File: src/rtl/sdr_seq_pkg.sv
package sdr_seq_pkg;

    // {cs_n, ras_n, cas_n, we_n}
    typedef enum logic [3:0] {
        CMD_MRS  = 4'b0000,
        CMD_REF  = 4'b0001,
        CMD_PALL = 4'b0010,
        CMD_NOP  = 4'b0111
    } sdr_cmd_e;

    typedef enum logic [3:0] {
        S_WAIT, S_IPRE, S_IPRE_W, S_IREF, S_IREF_W, S_MRS, S_MRS_W,
        S_IDLE, S_RPRE, S_RPRE_W, S_RREF, S_RREF_W
    } seq_state_e;

    typedef struct packed {
        logic [2:0] burst_len;
        logic       interleave;
        logic [2:0] cas_lat;
        logic       single_write;
    } mode_cfg_t;

    // gaps round up, intervals round down
    function automatic int unsigned ns_to_cyc_up(int unsigned ns, int unsigned clk_ps);
        return (ns * 1000 + clk_ps - 1) / clk_ps;
    endfunction

    function automatic int unsigned ns_to_cyc_down(int unsigned ns, int unsigned clk_ps);
        return (ns * 1000) / clk_ps;
    endfunction

    function automatic int unsigned gap_floor(int unsigned cyc);
        return (cyc < 2) ? 2 : cyc;
    endfunction

    function automatic logic [11:0] mode_word(mode_cfg_t c);
        logic [11:0] w;
        w      = '0;
        w[2:0] = c.burst_len;
        w[3]   = c.interleave;
        w[6:4] = c.cas_lat;
        w[9]   = c.single_write;
        return w;
    endfunction

endpackage

File: src/rtl/sdr_gap_counter.sv
module sdr_gap_counter #(
    parameter int W       = 16,
    parameter int RST_VAL = 0
) (
    input  logic         clk,
    input  logic         rst,
    input  logic         load,
    input  logic [W-1:0] load_val,
    output logic         done
);
    logic [W-1:0] cnt;

    always_ff @(posedge clk) begin
        if (rst)               cnt <= W'(RST_VAL);
        else if (load)         cnt <= load_val;
        else if (cnt != '0)    cnt <= cnt - 1'b1;
    end

    assign done = (cnt == '0);

    p_load_counts_r11: assert property (@(posedge clk) disable iff (rst)
        load |=> (cnt == $past(load_val)));
endmodule

File: src/rtl/sdr_refi_timer.sv
module sdr_refi_timer #(
    parameter int PERIOD   = 3906,
    parameter int MAX_OWED = 8
) (
    input  logic clk,
    input  logic rst,
    input  logic en,
    input  logic take,
    output logic pending
);
    localparam int TW = $clog2(PERIOD + 1);
    localparam int OW = $clog2(MAX_OWED + 1);

    logic [TW-1:0] tmr;
    logic [OW-1:0] owed;
    logic          tick;

    assign tick = en && (tmr == '0);

    always_ff @(posedge clk) begin
        if (rst)       tmr <= TW'(PERIOD - 1);
        else if (tick) tmr <= TW'(PERIOD - 1);
        else if (en)   tmr <= tmr - 1'b1;
    end

    always_ff @(posedge clk) begin
        if (rst) begin
            owed <= '0;
        end else begin
            case ({tick && (owed != OW'(MAX_OWED)), take})
                2'b10:   owed <= owed + 1'b1;
                2'b01:   owed <= owed - 1'b1;
                default: owed <= owed;
            endcase
        end
    end

    assign pending = (owed != '0);

    p_owed_bound_r6: assert property (@(posedge clk) disable iff (rst)
        owed <= OW'(MAX_OWED));
    p_take_needs_owed_r10: assert property (@(posedge clk) disable iff (rst)
        take |-> (owed != '0));
endmodule

File: src/rtl/sdr_init_refresh.sv
module sdr_init_refresh
    import sdr_seq_pkg::*;
#(
    parameter int CLK_PS       = 4000,
    parameter int INIT_WAIT_NS = 200000,
    parameter int TRP_NS       = 20,
    parameter int TRC_NS       = 60,
    parameter int REFI_NS      = 15625,
    parameter int INIT_REFS    = 8,
    parameter int MRS_GAP      = 2,
    parameter int MAX_OWED     = 8,
    parameter int ADDR_W       = 12,
    parameter int BANK_W       = 2,
    parameter int DQM_W        = 2
) (
    input  logic              clk,
    input  logic              rst,
    input  logic [2:0]        cfg_burst_len,
    input  logic              cfg_interleave,
    input  logic [2:0]        cfg_cas_lat,
    input  logic              cfg_single_write,
    input  logic              banks_open,
    input  logic              ref_gnt,
    output logic              ref_req,
    output logic              ready,
    output logic              sd_cke,
    output logic              sd_cs_n,
    output logic              sd_ras_n,
    output logic              sd_cas_n,
    output logic              sd_we_n,
    output logic [DQM_W-1:0]  sd_dqm,
    output logic [ADDR_W-1:0] sd_addr,
    output logic [BANK_W-1:0] sd_ba
);
    localparam int INIT_CYC = ns_to_cyc_up(INIT_WAIT_NS, CLK_PS);
    localparam int TRP_CYC  = gap_floor(ns_to_cyc_up(TRP_NS, CLK_PS));
    localparam int TRC_CYC  = gap_floor(ns_to_cyc_up(TRC_NS, CLK_PS));
    localparam int REFI_CYC = ns_to_cyc_down(REFI_NS, CLK_PS);
    localparam int CW       = $clog2(INIT_CYC + TRC_CYC + TRP_CYC + 1);
    localparam int IRW      = $clog2(INIT_REFS + 1);

    seq_state_e     state, nxt;
    sdr_cmd_e       cmd;
    logic           g_load, g_done, ready_q, pending, take;
    logic [CW-1:0]  g_val;
    logic [IRW-1:0] ir_cnt;
    mode_cfg_t      cfg;

    assign cfg = '{burst_len: cfg_burst_len, interleave: cfg_interleave,
                   cas_lat: cfg_cas_lat, single_write: cfg_single_write};

    sdr_gap_counter #(.W(CW), .RST_VAL(INIT_CYC - 1)) gap_i (
        .clk(clk), .rst(rst), .load(g_load), .load_val(g_val), .done(g_done));

    sdr_refi_timer #(.PERIOD(REFI_CYC), .MAX_OWED(MAX_OWED)) refi_i (
        .clk(clk), .rst(rst), .en(ready_q), .take(take), .pending(pending));

    always_comb begin
        nxt    = state;
        g_load = 1'b0;
        g_val  = '0;
        unique case (state)
            S_WAIT:   if (g_done) nxt = S_IPRE;
            S_IPRE:   begin g_load = 1'b1; g_val = CW'(TRP_CYC - 2); nxt = S_IPRE_W; end
            S_IPRE_W: if (g_done) nxt = S_IREF;
            S_IREF:   begin g_load = 1'b1; g_val = CW'(TRC_CYC - 2); nxt = S_IREF_W; end
            S_IREF_W: if (g_done) nxt = (ir_cnt == IRW'(INIT_REFS)) ? S_MRS : S_IREF;
            S_MRS:    begin g_load = 1'b1; g_val = CW'(MRS_GAP - 2); nxt = S_MRS_W; end
            S_MRS_W:  if (g_done) nxt = S_IDLE;
            S_IDLE:   if (pending && ref_gnt) nxt = banks_open ? S_RPRE : S_RREF;
            S_RPRE:   begin g_load = 1'b1; g_val = CW'(TRP_CYC - 2); nxt = S_RPRE_W; end
            S_RPRE_W: if (g_done) nxt = S_RREF;
            S_RREF:   begin g_load = 1'b1; g_val = CW'(TRC_CYC - 2); nxt = S_RREF_W; end
            S_RREF_W: if (g_done) nxt = S_IDLE;
            default:  nxt = S_WAIT;
        endcase
    end

    always_ff @(posedge clk) begin
        if (rst) begin
            state   <= S_WAIT;
            ir_cnt  <= '0;
            ready_q <= 1'b0;
        end else begin
            state <= nxt;
            if (state == S_IREF)                ir_cnt  <= ir_cnt + 1'b1;
            if (state == S_MRS_W && g_done)     ready_q <= 1'b1;
        end
    end

    assign take = (state == S_RREF);

    always_comb begin
        sd_addr = '0;
        unique case (state)
            S_IPRE, S_RPRE: begin cmd = CMD_PALL; sd_addr[10] = 1'b1; end
            S_IREF, S_RREF: cmd = CMD_REF;
            S_MRS:          begin cmd = CMD_MRS; sd_addr[11:0] = mode_word(cfg); end
            default:        cmd = CMD_NOP;
        endcase
    end

    assign {sd_cs_n, sd_ras_n, sd_cas_n, sd_we_n} = cmd;
    assign sd_cke  = 1'b1;
    assign sd_ba   = '0;
    assign sd_dqm  = ready_q ? '0 : '1;
    assign ready   = ready_q;
    assign ref_req = ready_q && (pending || state == S_RPRE || state == S_RPRE_W ||
                                 state == S_RREF || state == S_RREF_W);

    // spacing watchers for the assertions below
    logic [CW-1:0] since_ref, since_pre;
    always_ff @(posedge clk) begin
        if (rst) begin
            since_ref <= CW'(TRC_CYC);
            since_pre <= CW'(TRP_CYC);
        end else begin
            if (cmd == CMD_REF)              since_ref <= CW'(1);
            else if (since_ref != CW'(TRC_CYC)) since_ref <= since_ref + 1'b1;
            if (cmd == CMD_PALL)             since_pre <= CW'(1);
            else if (since_pre != CW'(TRP_CYC)) since_pre <= since_pre + 1'b1;
        end
    end

    p_ref_spacing_r10: assert property (@(posedge clk) disable iff (rst)
        (cmd == CMD_REF) |-> (since_ref >= CW'(TRC_CYC)));
    p_pre_gap_r8: assert property (@(posedge clk) disable iff (rst)
        (cmd != CMD_NOP && cmd != CMD_PALL) |-> (since_pre >= CW'(TRP_CYC)));
    p_mrs_then_nop_r5: assert property (@(posedge clk) disable iff (rst)
        (cmd == CMD_MRS) |=> (cmd == CMD_NOP));
    p_ready_hold_r5: assert property (@(posedge clk) disable iff (rst)
        ready_q |=> ready_q);
    p_no_grant_no_cmd_r7: assert property (@(posedge clk) disable iff (rst)
        (state == S_IDLE && !ref_gnt) |=> (cmd == CMD_NOP));
endmodule

File: config.mk
export PLATFORM = sky130hd
export DESIGN_NAME = sdr_init_refresh
export DESIGN_NICKNAME = d
export VERILOG_FILES = /design/src/rtl/sdr_seq_pkg.sv /design/src/rtl/sdr_gap_counter.sv /design/src/rtl/sdr_refi_timer.sv /design/src/rtl/sdr_init_refresh.sv
export SDC_FILE = /design/constraint.sdc
export NUM_CORES = 1
export LEC_CHECK = 0
export BUFFER_PORTS_ARGS = -buffer_cell sky130_fd_sc_hd__buf_4
export CORE_UTILIZATION = 30
export DETAILED_ROUTE_END_ITERATION = 16
export PLACE_DENSITY = 0.52
export SYNTH_ARGS = -nofsm -noshare
export SYNTH_HDL_FRONTEND = slang
export SYNTH_SLANG_ARGS = --single-unit
File: constraint.sdc
create_clock -name clk -period 4.6 [get_ports clk]
set_clock_uncertainty 0.2 [all_clocks]
set_input_delay 0.69 -clock clk [delete_from_list [all_inputs] [get_ports clk]]
set_output_delay 0.69 -clock clk [all_outputs]
set_load 0.01 [all_outputs]
Word-level counts from Yosys, hierarchy flattened
Cells that the tools add are included.

storage, ports and cells
  flip-flop bits (word level) = 41
  bits of input ports = 12
  word-level logic and storage cells = 72

operators by class
  $add $sub $neg = 5
  equal/unequal tests = 21
  muxes and demuxes = 18
  reduce and logical (&&, ||, !) cells = 22

operators by type and width
  kind                     count
  $pmux W4 S11             1
  $mux W16                 2
  $mux W4                  6
  $eq A4 B4 Y1 const B     5
  $eq A4 B3 Y1 const B     4
  $logic_not A16 Y1        1
  $pmux W4 S2              2
  $reduce_bool A16 Y1      1
  $sub A16 B1 Y16 const B  1
  $logic_not A12 Y1        1
  $sub A12 B1 Y12 const B  1
  $mux W10                 1
  $ne A2 B2 Y1 const B     5
  $pmux W3 S3              1
  $add A4 B1 Y4 const B    2
  $eq A4 B2 Y1 const B     2
  $reduce_or A2 Y1         4
  $reduce_and A6 Y1        1
  $logic_and A1 B1 Y1      5
  $reduce_or A5 Y1         1
  $eq A4 B1 Y1 const B     1
  $logic_not A4 Y1         1
  $logic_or A1 B1 Y1       4
  $mux W2                  2
  9 further kinds          11

Longest topological paths before layout
Gate-level depths: netlist of run 1.

  word-level depth = 6
  depth in mapped cells = 12
  depth with buffers taken out = 12

Cells and area by module
Synthesis of run 1 repeated with hierarchy kept, for this count alone.

unflattened totals
  cells, all modules = 292
  area, all modules = 2513.7 µm²

modules (own cells, without submodules)
  module            times used  cells an instance  area an instance (µm²)
  sdr_gap_counter   1           105                918.4
  sdr_refi_timer    1           92                 853.3
  sdr_init_refresh  1           95                 742.0

Worst setup path after synthesis of run 1
Ideal clock, no wire load.

  path type = register to register
  start point = register refi_i.tmr[4]
  end point = register refi_i.owed[2]
  setup time = 71 ps
  arrival = 2401 ps
  required time = 4329 ps
  slack = 1928 ps
  stages on the path, launching flop included = 11
  path buffers = 0
  period minus slack after synthesis = 2672 ps
  cell sequence = dfxtp_1 -> nor4_1 -> nand4_1 -> a21o_1 -> ha_1 -> xor2_1 -> ha_1 -> a21oi_1 -> xor2_1 -> or3_1 -> a21oi_1

on the way
  cells in the longest elaborated chain, start to end = 5
  elaborated cells between the ends (all ways) = 7

ends and longest elaborated chain
  what                                               RTL line              RTL
  start: declaration                                 sdr_refi_timer.sv:14  logic [TW-1:0] tmr;
  start signal: assignment                           sdr_refi_timer.sv:21  if (rst) tmr <= TW'(PERIOD - 1);
  start signal: assignment                           sdr_refi_timer.sv:22  else if (tick) tmr <= TW'(PERIOD - 1);
  start signal: assignment                           sdr_refi_timer.sv:23  else if (en) tmr <= tmr - 1'b1;
  $logic_not A12 Y1 *                                sdr_refi_timer.sv:18  assign tick = en && (tmr == '0);
  $logic_and A1 B1 Y1 *                              sdr_refi_timer.sv:18
  $logic_and A1 B1 Y1 *                              sdr_refi_timer.sv:30  case ({tick && (owed != OW'(MAX_OWED)), take})
  $eq A2 B1 Y1 or $eq A2 B2 Y1 (tied branches)       sdr_refi_timer.sv:30
  $pmux W4 S2 or $reduce_bool A2 Y1 (tied branches)  -
  end signal: assignment                             sdr_refi_timer.sv:31  2'b10: owed <= owed + 1'b1;
  end signal: assignment                             sdr_refi_timer.sv:32  2'b01: owed <= owed - 1'b1;
  end signal: assignment                             sdr_refi_timer.sv:33  default: owed <= owed;
  end: declaration                                   sdr_refi_timer.sv:15  logic [OW-1:0] owed;

Mark *: on every way between the ends. The rest lies on a longest branch, timed or not.
A chain may end at the register's enable or synchronous reset.

Worst setup path in the final report of run 1
  start point = register state[0]
  end point = output sd_cas_n

on the way
  cells in the longest elaborated chain, start to end = 3
  elaborated cells between the ends (all ways) = 8

ends and longest elaborated chain
  what                                  RTL line                RTL
  start: declaration                    sdr_init_refresh.sv:42  seq_state_e state, nxt;
  start signal: assignment              sdr_init_refresh.sv:85  state <= nxt;
  $eq A4 B2 Y1 (tied with other cells)  sdr_init_refresh.sv:95  unique case (state)
  $reduce_or A2 Y1 (no line)            -
  $pmux W3 S3 *                         sdr_init_refresh.sv:95
  end: declaration                      sdr_init_refresh.sv:29  output logic sd_cas_n,

Marked as above.

==> summary.txt, run 1 <==
Critical path
  – R2R Setup Slk: 1.60 ns
  – R2R Path Start: refi_i.tmr[4]
  – Stages on the worst setup path: 4
  – WP data required: 3.71 ns
  – Max stage delay on crit path: 0.81 ns
  – Crit-path cells: nand2_1 -> nor3_1 -> nor2_1 -> buf_4
  – CP endpoint kind: primary output
  – Worst Setup SP: state[0]
  – Slowest cell on crit path: nor3_1
  – Worst R2R Path Depth: 10
  – Critical Path Source Type: flip-flop
  – Crit path max fanout: 14
  – R2r endpoint: refi_i.owed[2]
  – CP Buf/Inv Count: 1
  – Crit path kind: flip-flop to primary output
  – Delay-heaviest family, CP: simple AND/OR/NAND/NOR gates
  – CP arrival: 2.25 ns
  – Worst setup path end: sd_cas_n

Die
  – Die Ht: 91.6 um
  – Top-Level Pins: 35
  – Initial Util: 31.2%
  – Cell Rows: 32
  – Die Area: 0.00839 mm2
  – Die W: 91.6 um
  – Core area: 0.00773 mm2

Final layout
  – Share of cells above drive strength 1: 14.1%
  – Utilization after layout: 35.8%
  – Syn-to-layout area delta: 14.8%
  – Nets: 333
  – Antenna Cells: 0

Timing
  – Final worst slack: 1.46 ns
  – Fmax: 0.318 GHz
  – RSZ-0062 raised after global routing: no
  – Fin. Hold Viols: 0
  – Final Setup Violations: 0
  – Hold slack final: 0.312 ns
  – Max-slew violations: 0
  – Worst-margin pin slew: 1.03 ns
  – Fin crit share: 68.4%
  – Period minus WS final: 3.14 ns
  – Setup TNS: 0 ns
  – Max transition margin: 30.6%

GRT
  – Vias in the first global route: 1992
  – Remaining Overflow, GRT: 0
  – GRT Resource Usage Total: 13.5%
  – Antenna violations before repair: 0
  – First-pass GRT wire length: 9190 um
  – Largest net degree at the start of global routing: 20

CTS
  – Root buffer cell: clkbuf_8
  – Worst-skew pair later-pin latency: 0.30 ns
  – Clk slew on worst S/H paths: 0.09 ns
  – CTS-repair resized insts: 0
  – CTS H-tree lvls: 2
  – CTS Buffer Depth: 2
  – Inserted Clock Buffers: 5
  – Clock sink total: 41
  – CTS tree: yes
  – Post-CTS Setup Inserts: 0
  – # hold bufs at CTS: 0

Place
  – Routability-driven placement congestion ratio: 0.803
  – Pre-CTS WS: 1.63 ns
  – Dpl hpwl: 3790 um
  – Port bufs: 27

Synthesis
  – FFs w/ async S/R, synth: 0%
  – Synthesized flop and latch total: 41
  – Syn Area/Cell: 8.22 um2
  – Synth warn: 0
  – Netlist cell types: 51
  – Commonest register cell after synthesis: dfxtp_1
  – Syn Inst Count: 293
  – Sequential cell area fraction in the yosys report: 34.1%
  – Cell Area, Synth: 0.00241 mm2
  – EDFF count, synth: 0

Routing
  – Starting DRC count in detailed routing: 85
  – DR pass1 iterations: 4
  – Avg WL per Cell: 12.8 um
  – Post-route DRC: 0
  – Post-DRT Antenna Nets: 0
  – Vias/cell: 5.06
  – DR vias: 2099
  – Detailed Route WL: 5330 um

Pwr
  – Combinational power share: 3.9%
  – Sequential power share: 51.9%
  – Int Power: 0.546 mW
  – Overall power: 0.694 mW
  – Clock network fraction of design power: 44.2%
  – Peak VDD IR: 0.116 mV
  – Sw frac: 21.3%
  – Sw Pwr: 0.148 mW
  – Leakage power: 1.03 nW
  – Power Dens Cells: 251 mW/mm2

Flow run
  – Max-cap violations: 0

Hold path
  – Worst Hold Class: flip-flop to flip-flop

Status
  – Outcome: finished clean
==> metal layers <==
metal	up-vias	global-route usage (%)	part of all wire (%)
li1	1078	-	-
met1	960	17.1	49
met2	56	22.6	45
met3	5	3.18	5.0
met4	0	3.97	1.2
met5	-	0	0
==> state kept, by name, indices dropped and copies added (netlist names) <==
register,flops
ready,1
ir_cnt,4
gap_i.cnt,16
state,4
refi_i.tmr,12
refi_i.owed,4
==> per-stage QoR <==
step           cells  area [um2]
5_1_grt          415        2770
2_1_floorplan    298        2430
3_5_place_dp     407        2650
6_report         415        2770
3_3_place_gp     407        2650
4_1_cts          415        2770
==> cells in the mapped netlist (all sizes together) (2+ instances only) <==
cell     n  area (um2)
dfxtp   41         821
nor2    26        97.6
nand2   22        82.6
a21oi   18        90.1
buf     12        78.8
inv     12        45.0
nor3    12        60.1
xor2    11        96.3
nor4    10        77.6
o21ai   10        50.1
and2     9        56.3
ha       9         113
nand3    9        45.0
or4      9        75.1
clkbuf   8        30.0
xnor2    7        61.3
nand4    5        31.3
o31ai    5        37.5
a211o    4        35.0
a21o     4        30.0
nor3b    4        30.0
a211oi   3        22.5
mux2i    3        30.0
nand2b   3        18.8
nor2b    3        18.8
nor4b    3        26.3
nor4bb   3        30.0
o211ai   3        22.5
or3      3        18.8
a31oi    2        12.5
and3b    2        17.5
conb     2        7.51
or2      2        12.5
or4b     2        20.0
==> area by class of cell <==
cell class	count	area, um2
fill	828	4960
multi-input combinational	225	1450
sequential	41	821
timing repair buffer	27	203
tap	102	128
clock buffer	7	86.3
inverter	12	45.0
clock inverter	1	30.0
==> kinds of logic after synthesis <==
| family | synth area share [%] |
|---|---|
| and+or+nand+nor | 30.9 |
| AOI/OAI and AO/OA | 15.9 |
| buffers and inverters | 6.39 |
| muxes | 1.25 |
| xor gates and xnor gates | 6.55 |
| other | 0.312 |
| DFF | 34.1 |
| adders and majority gates | 4.68 |
==> layout by cell type (no fill, tap or decap), drive strengths merged, types with 5 or more instances in the layout <==
cell and n:
dfxtp 41, buf 27, nor2 26, nand2 22, a21oi 18, inv 12
nor3 12, xor2 11, o21ai 10, nor4 10, and2 9, nand3 9
ha 9, or4 9, xnor2 7, conb 7, clkbuf 7, nand4 5
o31ai 5
==> tightest hold or removal path: stages (launching register included) <==
cell and delay [ns]:
dfxtp_1 0.33, nor2_1 0.09, a211oi_1 0.05
==> worst min path at each step <==
stage | startpoint | to | slack, ns | cells past startpoint
CTS | refi_i.tmr[1] | refi_i.tmr[1] | 0.30 | 2
finish | refi_i.tmr[1] | refi_i.tmr[1] | 0.31 | 2
floorplan | gap_i.cnt[13] | gap_i.cnt[13] | 0.26 | 2
detailed placement | refi_i.tmr[1] | refi_i.tmr[1] | 0.29 | 2
global route | refi_i.tmr[11] | refi_i.tmr[11] | 0.34 | 2
global placement | refi_i.tmr[1] | refi_i.tmr[1] | 0.28 | 2
==> power by group through the flow <==
stage	registers, mW	clock network, mW	logic [mW]
2_1_floorplan	0.368	0	0.0208
3_3_place_gp	0.368	0	0.0279
3_5_place_dp	0.368	0	0.0276
4_1_cts	0.360	0.320	0.0277
5_1_grt	0.361	0.330	0.0307
6_report	0.360	0.307	0.0273
No activity file was read; power rests on OpenSTA's default activity.
==> run 2, diff against run 1 <==
--- a/config.mk
+++ b/config.mk
@@ -8,7 +8,7 @@
 export BUFFER_PORTS_ARGS = -buffer_cell sky130_fd_sc_hd__buf_4
 export CORE_UTILIZATION = 30
 export DETAILED_ROUTE_END_ITERATION = 16
-export PLACE_DENSITY = 0.52
+export PLACE_DENSITY = 0.54
 export SYNTH_ARGS = -nofsm -noshare
 export SYNTH_HDL_FRONTEND = slang
 export SYNTH_SLANG_ARGS = --single-unit
==> constraint.sdc (replaced) <==
create_clock -name clk -period 2.89 [get_ports clk]
set_clock_uncertainty 0.2 [all_clocks]
set_input_delay 0.4335 -clock clk [delete_from_list [all_inputs] [get_ports clk]]
set_output_delay 0.4335 -clock clk [all_outputs]
set_load 0.01 [all_outputs]
==> run 2 against run 1 <==
  * Cell count rose by 1.4%
  * Core utilization up 0.71 points
  * Routed wire length increased by 0.28%
  * Sequential cell count is the same
  * First-iteration DRC count increased by 49%
  * Critical path depth up 7
  * Worst hold slack worse by 0.041 ns
==> summary.txt, run 2 (same netlist as run 1, synthesis figures left out) <==
Pwr
  – Power Dens Cells: 392 mW/mm2
  – Leakage power: 1.07 nW
  – Peak VDD IR: 0.184 mV

CTS
  – CTS Buffer Depth: 2
  – Root buffer cell: clkbuf_8
  – Clk slew on worst S/H paths: 0.09 ns
  – CTS H-tree lvls: 2
  – CTS tree: yes
  – Clock sink total: 41
  – Worst-skew pair later-pin latency: 0.29 ns
  – Inserted Clock Buffers: 5
  – # hold bufs at CTS: 0
  – CTS-repair resized insts: 0
  – Post-CTS Setup Inserts: 0

Die
  – Top-Level Pins: 35
  – Die Area: 0.00839 mm2
  – Cell Rows: 32
  – Core area: 0.00773 mm2
  – Initial Util: 31.2%
  – Die W: 91.6 um
  – Die Ht: 91.6 um

Flow run
  – Max-cap violations: 0

Critical path
  – Crit path max fanout: 5
  – Slowest cell on crit path: dfxtp_1
  – Crit-path cells: nor4_2 -> buf_4 -> nand4_1 -> a21o_1 -> ha_1 -> xor2_1 -> ha_1 -> a21oi_1 -> xor2_1 -> or3_1 -> a21oi_1
  – CP arrival: 2.74 ns
  – CP endpoint kind: flip-flop
  – WP data required: 2.92 ns
  – Delay-heaviest family, CP: simple AND/OR/NAND/NOR gates
  – Max stage delay on crit path: 0.35 ns
  – Worst R2R Path Depth: 11
  – Stages on the worst setup path: 11
  – Crit path kind: flip-flop to flip-flop
  – R2R Setup Slk: 0.18 ns
  – CP Buf/Inv Count: 1
  – Critical Path Source Type: flip-flop

Timing
  – Fmax: 0.369 GHz
  – Setup TNS: 0 ns
  – Period minus WS final: 2.71 ns
  – Max transition margin: 45.1%
  – Hold slack final: 0.271 ns
  – Fin crit share: 93.7%
  – Final Setup Violations: 0
  – Fin. Hold Viols: 0
  – Worst-margin pin slew: 0.813 ns
  – Max-slew violations: 0

Routing
  – DR vias: 2121
  – Avg WL per Cell: 12.7 um
  – Post-route DRC: 0
  – Starting DRC count in detailed routing: 127
  – Post-DRT Antenna Nets: 0
  – WL met3: 217 um
  – Detailed Route WL: 5340 um
  – Post-Route M1 WL: 2660 um
  – Vias/cell: 5.04
  – Top sig layer: met4
  – Wire length on met2: 2420 um
  – DR pass1 iterations: 4

Place
  – Dpl hpwl: 3800 um
  – Routability-driven placement congestion ratio: 0.764
  – Port bufs: 27
  – Inst Count DP: 413
  – Dpl cell area: 0.00269 mm2

Final layout
  – Fillers: 801
  – Antenna Cells: 0
  – Post-Layout Cell Count: 421
  – Most common cell after layout, fill and taps aside: dfxtp_1
  – Largest regs: gap_i.cnt: 16 flops, refi_i.tmr: 12 flops
  – Nets: 339
  – Largest register FFs: 16
  – Commonest cells after routing, fill and taps aside: dfxtp_1 (41), buf_4 (33), nor2_1 (26)
  – Final Cell Area: 0.00282 mm2
  – Share of cells above drive strength 1: 16.3%
  – Biggest register: gap_i.cnt
  – Utilization after layout: 36.5%
  – Syn-to-layout area delta: 17.1%

GRT
  – GRT Resource Usage Total: 13.3%
  – First-pass GRT wire length: 8960 um
  – Antenna violations before repair: 0
  – Remaining Overflow, GRT: 0
  – Vias in the first global route: 1942
  – Largest net degree at the start of global routing: 20

Hold path
  – Worst Hold Class: primary input to flip-flop
  – Cells on Worst Hold Path: 2

Status
  – Outcome: finished clean
## run 2: changes by cell type in the layout (fill, tap and decap cells not counted)
cell | before | now
clkinvlp_4 | 0 | 1
nor4_1 | 9 | 8
nor4_2 | 0 | 1
clkbuf_1 | 1 | 0
buf_4 | 27 | 33
## run 2: layout make-up
cell class | instances | area (um2) | area share [%]
Multi-Input combinational cell | 225 | 1460 | 51.7
Sequential cell | 41 | 821 | 29.1
Timing Repair Buffer | 33 | 248 | 8.78
Tap cell | 102 | 128 | 4.53
Clock buffer | 6 | 82.6 | 2.93
Inverter | 12 | 45.0 | 1.60
Clock inverter | 2 | 37.5 | 1.33
## run 2: power breakdown
| group | total [mW] | switching, mW | internal (mW) |
|---|---|---|---|
| Sequential | 0.573 | 0.00492 | 0.568 |
| Clock | 0.490 | 0.209 | 0.281 |
| Combinational | 0.0432 | 0.0244 | 0.0189 |
## run 2: metrics by stage
| stage | setup slack (ns) | power (mW) |
|---|---|---|
| after floorplan | 0.218 | 0.618 |
| after global placement | 0.262 | 0.629 |
| after detailed placement | 0.220 | 0.630 |
| after CTS | 0.211 | 1.12 |
| after global routing | -0.00850 | 1.15 |
| final | 0.183 | 1.11 |
## run 2: final timing paths
check,from,endpoint
worst min-delay path,rst,refi_i.owed[3]
worst max-delay path,refi_i.tmr[4],refi_i.owed[2]
worst max register to register,refi_i.tmr[4],refi_i.owed[2]
worst min register to register,gap_i.cnt[13],gap_i.cnt[13]
## run 2: metal layers
layer  global-route usage (%)  vias to the layer above
met5                        0                        -
met4                     4.63                        0
met3                     3.27                        4
met2                     22.1                       41
met1                     16.5                      980
li1                         -                     1096
